$ cat src/rtl/cache_lock_pkg.sv
package cache_lock_pkg;
    localparam int WAYS   = 4;
    localparam int WIDX_W = $clog2(WAYS);

    typedef enum logic [1:0] {
        LK_OPEN    = 2'd0,
        LK_PARTIAL = 2'd1,
        LK_FROZEN  = 2'd2
    } lk_state_e;

    typedef logic [WAYS-2:0] plru_t;
    typedef logic [WAYS-1:0] wmask_t;
endpackage

$ cat src/rtl/cache_lock_fsm.sv
module cache_lock_fsm
    import cache_lock_pkg::*;
(
    input  logic              clk_i,
    input  logic              rst_ni,
    input  logic              load_i,
    input  logic              whole_i,
    input  logic              way_en_i,
    input  logic [WIDX_W-1:0] way_cnt_i,
    output lk_state_e         state_o,
    output wmask_t            lock_mask_o
);
    localparam logic [WIDX_W-1:0] CNT_ILLEGAL = WIDX_W'(WAYS - 1);

    lk_state_e         state_q, state_d;
    logic [WIDX_W-1:0] cnt_q;

    // next-state decode
    always_comb begin
        state_d = state_q;
        if (load_i) begin
            if (whole_i || (way_en_i && way_cnt_i == CNT_ILLEGAL)) begin
                state_d = LK_FROZEN;       // go_frozen
            end else if (way_en_i) begin
                state_d = LK_PARTIAL;      // go_partial
            end else begin
                state_d = LK_OPEN;         // go_open
            end
        end
    end

    // state register
    always_ff @(posedge clk_i) begin
        if (!rst_ni) begin
            state_q <= LK_OPEN;
            cnt_q   <= '0;
        end else begin
            state_q <= state_d;
            if (load_i) begin
                cnt_q <= way_cnt_i;
            end
        end
    end

    // outputs
    always_comb begin
        lock_mask_o = '0;
        unique case (state_q)
            LK_OPEN:    lock_mask_o = '0;
            LK_PARTIAL: begin
                for (int w = 0; w < WAYS; w++) begin
                    lock_mask_o[w] = (WIDX_W'(w) <= cnt_q);
                end
            end
            LK_FROZEN:  lock_mask_o = '1;
            default:    lock_mask_o = '1;
        endcase
    end

    assign state_o = state_q;
endmodule

$ cat src/rtl/cache_lock_plru.sv
module cache_lock_plru
    import cache_lock_pkg::*;
#(
    parameter int NUM_SETS = 128,
    localparam int SET_W   = $clog2(NUM_SETS)
) (
    input  logic              clk_i,
    input  logic              rst_ni,
    input  logic [SET_W-1:0]  rd_set_i,
    output plru_t             rd_bits_o,
    input  logic              upd_en_i,
    input  logic [SET_W-1:0]  upd_set_i,
    input  logic [WIDX_W-1:0] upd_way_i
);
    plru_t mem_q [NUM_SETS];
    plru_t touched;

    // point the tree away from the way just used
    always_comb begin
        touched = mem_q[upd_set_i];
        if (!upd_way_i[1]) begin
            touched[0] = 1'b1;
            touched[1] = ~upd_way_i[0];
        end else begin
            touched[0] = 1'b0;
            touched[2] = ~upd_way_i[0];
        end
    end

    always_ff @(posedge clk_i) begin
        if (!rst_ni) begin
            for (int s = 0; s < NUM_SETS; s++) begin
                mem_q[s] <= '0;
            end
        end else if (upd_en_i) begin
            mem_q[upd_set_i] <= touched;
        end
    end

    assign rd_bits_o = mem_q[rd_set_i];
endmodule

$ cat src/rtl/cache_lock_victim.sv
module cache_lock_victim
    import cache_lock_pkg::*;
(
    input  wmask_t            valid_i,
    input  wmask_t            lock_i,
    input  plru_t             tree_i,
    output logic [WIDX_W-1:0] idx_o
);
    wmask_t            free;
    logic              found;
    logic              left_ok, right_ok, go_right;
    logic [WIDX_W-1:0] pref;

    assign free = ~valid_i & ~lock_i;

    always_comb begin
        found    = 1'b0;
        idx_o    = '0;
        left_ok  = ~(lock_i[0] & lock_i[1]);
        right_ok = ~(lock_i[2] & lock_i[3]);
        go_right = (tree_i[0] && right_ok) || !left_ok;
        pref     = go_right ? {1'b1, tree_i[2]} : {1'b0, tree_i[1]};
        for (int w = 0; w < WAYS; w++) begin
            if (!found && free[w]) begin
                found = 1'b1;
                idx_o = WIDX_W'(w);
            end
        end
        if (!found) begin
            idx_o = lock_i[pref] ? (pref ^ WIDX_W'(1)) : pref;
        end
    end
endmodule

$ cat src/rtl/cache_lock_ctrl.sv
module cache_lock_ctrl
    import cache_lock_pkg::*;
#(
    parameter int NUM_SETS = 128,
    localparam int SET_W   = $clog2(NUM_SETS)
) (
    input  logic             clk_i,
    input  logic             rst_ni,
    input  logic             cfg_load_i,
    input  logic             cfg_whole_lock_i,
    input  logic             cfg_way_lock_en_i,
    input  logic [1:0]       cfg_way_lock_cnt_i,
    input  logic             acc_vld_i,
    input  logic             acc_hit_i,
    input  logic [1:0]       acc_hit_way_i,
    input  logic [SET_W-1:0] acc_set_i,
    input  logic [3:0]       acc_set_valid_i,
    output logic             alloc_o,
    output logic             inhibit_o,
    output logic [3:0]       victim_o
);
    lk_state_e         state;
    wmask_t            lock_mask;
    plru_t             tree;
    logic [WIDX_W-1:0] vic_idx;
    logic              miss, frozen, upd_en;
    logic [WIDX_W-1:0] upd_way;

    cache_lock_fsm u_fsm (
        .clk_i       (clk_i),
        .rst_ni      (rst_ni),
        .load_i      (cfg_load_i),
        .whole_i     (cfg_whole_lock_i),
        .way_en_i    (cfg_way_lock_en_i),
        .way_cnt_i   (cfg_way_lock_cnt_i),
        .state_o     (state),
        .lock_mask_o (lock_mask)
    );

    cache_lock_plru #(.NUM_SETS(NUM_SETS)) u_plru (
        .clk_i     (clk_i),
        .rst_ni    (rst_ni),
        .rd_set_i  (acc_set_i),
        .rd_bits_o (tree),
        .upd_en_i  (upd_en),
        .upd_set_i (acc_set_i),
        .upd_way_i (upd_way)
    );

    cache_lock_victim u_victim (
        .valid_i (acc_set_valid_i),
        .lock_i  (lock_mask),
        .tree_i  (tree),
        .idx_o   (vic_idx)
    );

    assign miss      = acc_vld_i && !acc_hit_i;
    assign frozen    = (state == LK_FROZEN);
    assign alloc_o   = miss && !frozen;
    assign inhibit_o = miss && frozen;
    assign victim_o  = alloc_o ? (4'b0001 << vic_idx) : 4'b0000;
    assign upd_en    = (acc_vld_i && acc_hit_i) || alloc_o;
    assign upd_way   = acc_hit_i ? acc_hit_way_i : vic_idx;
endmodule

$ cat config.mk
export PLATFORM = sky130hd
export DESIGN_NAME = cache_lock_ctrl
export DESIGN_NICKNAME = d
export VERILOG_FILES = /design/src/rtl/cache_lock_pkg.sv /design/src/rtl/cache_lock_fsm.sv /design/src/rtl/cache_lock_plru.sv /design/src/rtl/cache_lock_victim.sv /design/src/rtl/cache_lock_ctrl.sv
export SDC_FILE = /design/constraint.sdc
export NUM_CORES = 1
export LEC_CHECK = 0
export ABC_CLOCK_PERIOD_IN_PS = 9800
export BUFFER_PORTS_ARGS = -buffer_cell sky130_fd_sc_hd__buf_2
export CORE_ASPECT_RATIO = 0.7
export CORE_MARGIN = 1
export CORE_UTILIZATION = 45
export CTS_CLUSTER_SIZE = 24
export DETAILED_ROUTE_END_ITERATION = 10
export GPL_TIMING_DRIVEN = 0
export PLACE_DENSITY = 0.65
export SLEW_MARGIN = 20
export SYNTH_ARGS = -nofsm -noshare
export SYNTH_HDL_FRONTEND = slang
export SYNTH_SLANG_ARGS = --single-unit
$ cat constraint.sdc
create_clock -name clk_i -period 9.8 [get_ports clk_i]
set_input_delay 1.96 -clock clk_i [delete_from_list [all_inputs] [get_ports clk_i]]
set_output_delay 1.96 -clock clk_i [all_outputs]
set_load 0.02 [all_outputs]
==> impl_results.rst <==
.. list-table::
   :header-rows: 1

   * - Metric
     - Value
   * - H-tree levels
     - 2
   * - LEAKAGE
     - 7.579 nW
   * - Result of the run
     - complete, no violations
   * - Hold buffer count at cts
     - 0
   * - Class of the worst hold path
     - flop to flop
   * - Worst slack after detailed placement
     - 1696 ps
   * - Insertion delay of the later-clocked pin in the worst-skew pair
     - 560 ps
   * - Sequential power share
     - 0.499
   * - Ports placed on the boundary
     - 28
   * - Clk_skew
     - 16.89 ps
   * - Final hold violation count
     - 0
   * - Mean routed wirelength per cell
     - 29.92 µm
   * - Max Cap Violations
     - 0
   * - Critical Path, Cell by Cell
     - buf_2 -> buf_2 -> buf_1 -> buf_1 -> mux2i_1 -> a22oi_1 -> a21oi_1 -> nor4_1 -> o31ai_1 -> or2_2 -> nor2_1 -> buf_2
   * - Sum of overflow across all layers after global routing
     - 0
   * - Fin crit period
     - 8416 ps
   * - Fraction of final layout cells sized beyond drive strength 1
     - 0.1175
   * - Gates resized, CTS repair
     - 0
   * - Core area
     - 40070 µm²
   * - PortBufs
     - 23
   * - Synthesized cell area
     - 18430 µm²
   * - Psw
     - 994.4 µW
   * - Final setup violation count
     - 0
   * - Wire length reported by the detailed router
     - 66430 µm
   * - Setup Buffers After CTS
     - 0
   * - Post-detailed-route count of antenna-violating nets
     - 0
   * - RePlAce Congestion
     - 0.9712
   * - Area leader, netlist
     - sky130_fd_sc_hd__edfxtp_1
   * - Clock network fraction of total power
     - 0.387
   * - Period Utilization, post-route
     - 0.8587
   * - Initial antenna violation count
     - 1
   * - Final setup margin
     - 1384 ps
   * - Total number of vias
     - 14599
   * - Least-Margin Pin Slew
     - 1354 ps
   * - Count of routing violations after the opening detailed-route iteration
     - 2657
   * - Clk pin slew, worst setup/hold paths
     - 60 ps
   * - Final HPWL DP
     - 44750 µm
   * - Most area-consuming cells after synthesis
     - sky130_fd_sc_hd__edfxtp_1, sky130_fd_sc_hd__nor2_1, sky130_fd_sc_hd__nand2_1
   * - Crit-path slowest cell
     - sky130_fd_sc_hd__buf_1
   * - Max-slew violation count
     - 0
   * - Number of enable-type register cells in the synthesized netlist
     - 384
   * - Number of global-route vias before repair
     - 13519
   * - Main flop type after synthesis
     - sky130_fd_sc_hd__edfxtp_1
   * - Overall die area
     - 41780 µm²
   * - Share of flip-flops with an asynchronous set or reset after synthesis
     - 0
   * - CP dominant cell by count
     - sky130_fd_sc_hd__buf_2
   * - Cell Int Power
     - 2.787 mW
   * - Yosys top cell area share
     - 0.6257
   * - Number of optimization iterations in the first detailed-route pass
     - 6
   * - Mapped Nets
     - 1616
   * - Mean cell area of the mapped netlist
     - 11.56 µm²
   * - Clk buf depth
     - 3
   * - Post-layout nets
     - 1679
   * - Largest net degree at the start of global routing
     - 15
   * - Critical path type
     - primary input to primary output
   * - Per-cell via count in the routed design
     - 6.576
   * - Switching power as a share of total power
     - 0.2630
   * - Final-layout fill cell count
     - 3531
   * - Total clock buffers created by CTS
     - 38
   * - Effective utilization at floorplan
     - 0.4600
   * - Clock tree from TritonCTS
     - yes
   * - Row count
     - 61
   * - Standard cell area after detailed placement
     - 19220 µm²
   * - Post-Syn Instances
     - 1594
   * - Combinational power share
     - 0.114
   * - Area growth syn-to-layout
     - 10.84%
   * - Synth warnings
     - 0
   * - Fraction of the yosys area taken by sequential cells
     - 0.6300
   * - Maximum vdd ir drop
     - 0.1360 mV
   * - Crit end category
     - primary output
   * - Kind of launch point of the worst setup path
     - primary input
   * - Highest attainable clock frequency
     - 118.8 MHz
   * - Cell at the root of the clock tree
     - sky130_fd_sc_hd__clkbuf_16
   * - Wire length of the first global-routing pass
     - 93320 µm
   * - Overall die width
     - 243.9 µm
   * - Count of antenna diodes in the layout
     - 0
   * - DRC violation count after routing
     - 0
   * - Yosys cell types
     - 57
   * - Sum of negative setup slack
     - 0 ps
   * - Required time of the critical path
     - 7840 ps
   * - Longest individual stage delay on the worst path
     - 1030 ps
   * - Library cell with the highest instance count after synthesis
     - sky130_fd_sc_hd__edfxtp_1
   * - Total global-route track usage
     - 0.3175
   * - Clock sink count
     - 388
   * - Flop and latch count out of synthesis
     - 388
   * - Setup repair after global routing missed its margin
     - no
   * - Die H
     - 171.3 µm
   * - Power density normalized to cell area
     - 185.1 nW/µm²
   * - Commonest cells in the synthesized netlist
     - sky130_fd_sc_hd__edfxtp_1, sky130_fd_sc_hd__nor2_1, sky130_fd_sc_hd__nand2_1, sky130_fd_sc_hd__a21oi_1, sky130_fd_sc_hd__mux2i_1
   * - Post-route cell area
     - 20430 µm²
   * - Signal arrival time at the worst endpoint
     - 6460 ps
   * - Layout Utilization
     - 0.5098
   * - Maximum net fanout on the critical path
     - 10
   * - Worst slew margin
     - 0.09411
==> cell usage in the layout, fill, tap and decap left out, drive strengths merged, types with 4 or more instances in the layout <==
cell,instances
clkbuf,115
o2bb2ai,7
a21o,4
nor2,304
a221oi,10
nand2b,15
nand3,10
o211ai,4
mux4,41
a32oi,4
buf,85
a211oi,6
a221o,5
or2,6
inv,6
dfxtp,4
nand2,289
o21ai,24
a31oi,4
clkinv,15
o22ai,35
a21oi,145
nor3,5
nor2b,11
mux2,7
a22oi,10
mux2i,85
edfxtp,384
o31ai,5
==> stage by stage <==
step / cells / hold slack (ps) / power [mW]
final: 2220 / 573.9 / 3.781
after global routing: 2220 / 575.8 / 3.835
after CTS: 2220 / 562.4 / 3.746
after detailed placement: 2152 / 552.0 / 2.326
after global placement: 2152 / 543.3 / 2.321
after floorplan: 1594 / 506.6 / 2.150
==> routing by layer <==
metal  track usage  up-vias  wire, µm
li1              -     5946         -
met3        0.1225      242     11860
met4        0.1255        0      3120
met1        0.4525     7035     25290
met2        0.4323     1376     26160
met5             0        -         0
==> kinds of logic (layout without fill, tap and decap cells) <==
group                  count (synthesis)  count (layout)  share of synthesized area
AOI/OAI and AO/OA                    286             286                    0.09484
and+or+nand+nor                      653             653                     0.1407
DFF                                  388             388                     0.6300
buffers and inverters                134             225                    0.03388
muxes                                133             133                     0.1005
==> flip-flops by register name, summed over array words and instances (netlist names) <==
register / count
u_fsm.cnt_q: 2
u_fsm.state_o: 2
u_plru.mem_q: 384
==> worst paths after layout <==
| path | start | endpoint | slack [ps] | depth (start not counted) |
|---|---|---|---|---|
| setup / recovery | acc_set_i[1] | victim_o[3] | 1380 | 12 |
| hold / removal | u_fsm.cnt_q[1] | u_fsm.cnt_q[1] | 570 | 2 |
| setup reg to reg | u_plru.mem_q[78][2] | u_plru.mem_q[29][2] | 5590 | 10 |
| hold reg to reg | u_fsm.cnt_q[1] | u_fsm.cnt_q[1] | 570 | 2 |
==> worst max-delay path: cells and delay by family <==
kind            cells  cell delay [ps]
compound gates      3              640
buf+inv             5             2440
simple gates        3             1160
mux                 1              230
==> power groups by stage <==
stage	registers, mW	logic (mW)	clock network [mW]
2_1_floorplan	1.91	0.238	0
3_3_place_gp	1.92	0.399	0
3_5_place_dp	1.92	0.404	0
4_1_cts	1.89	0.405	1.45
5_1_grt	1.89	0.435	1.51
6_report	1.89	0.430	1.46
==> layout make-up <==
type | count | area (µm²) | area share
Buffer | 128 | 610.6 | 0.02989
Tap cell | 535 | 669.4 | 0.03277
Clock buffer | 49 | 1056 | 0.05169
Inverter | 6 | 22.52 | 0.001102
Timing Repair Buffer | 23 | 115.1 | 0.005635
Multi-Input combinational cell | 1072 | 6200 | 0.3035
Sequential cell | 388 | 11610 | 0.5684
Clock inverter | 19 | 143.9 | 0.007044
(Power assumes the default switching activity.)
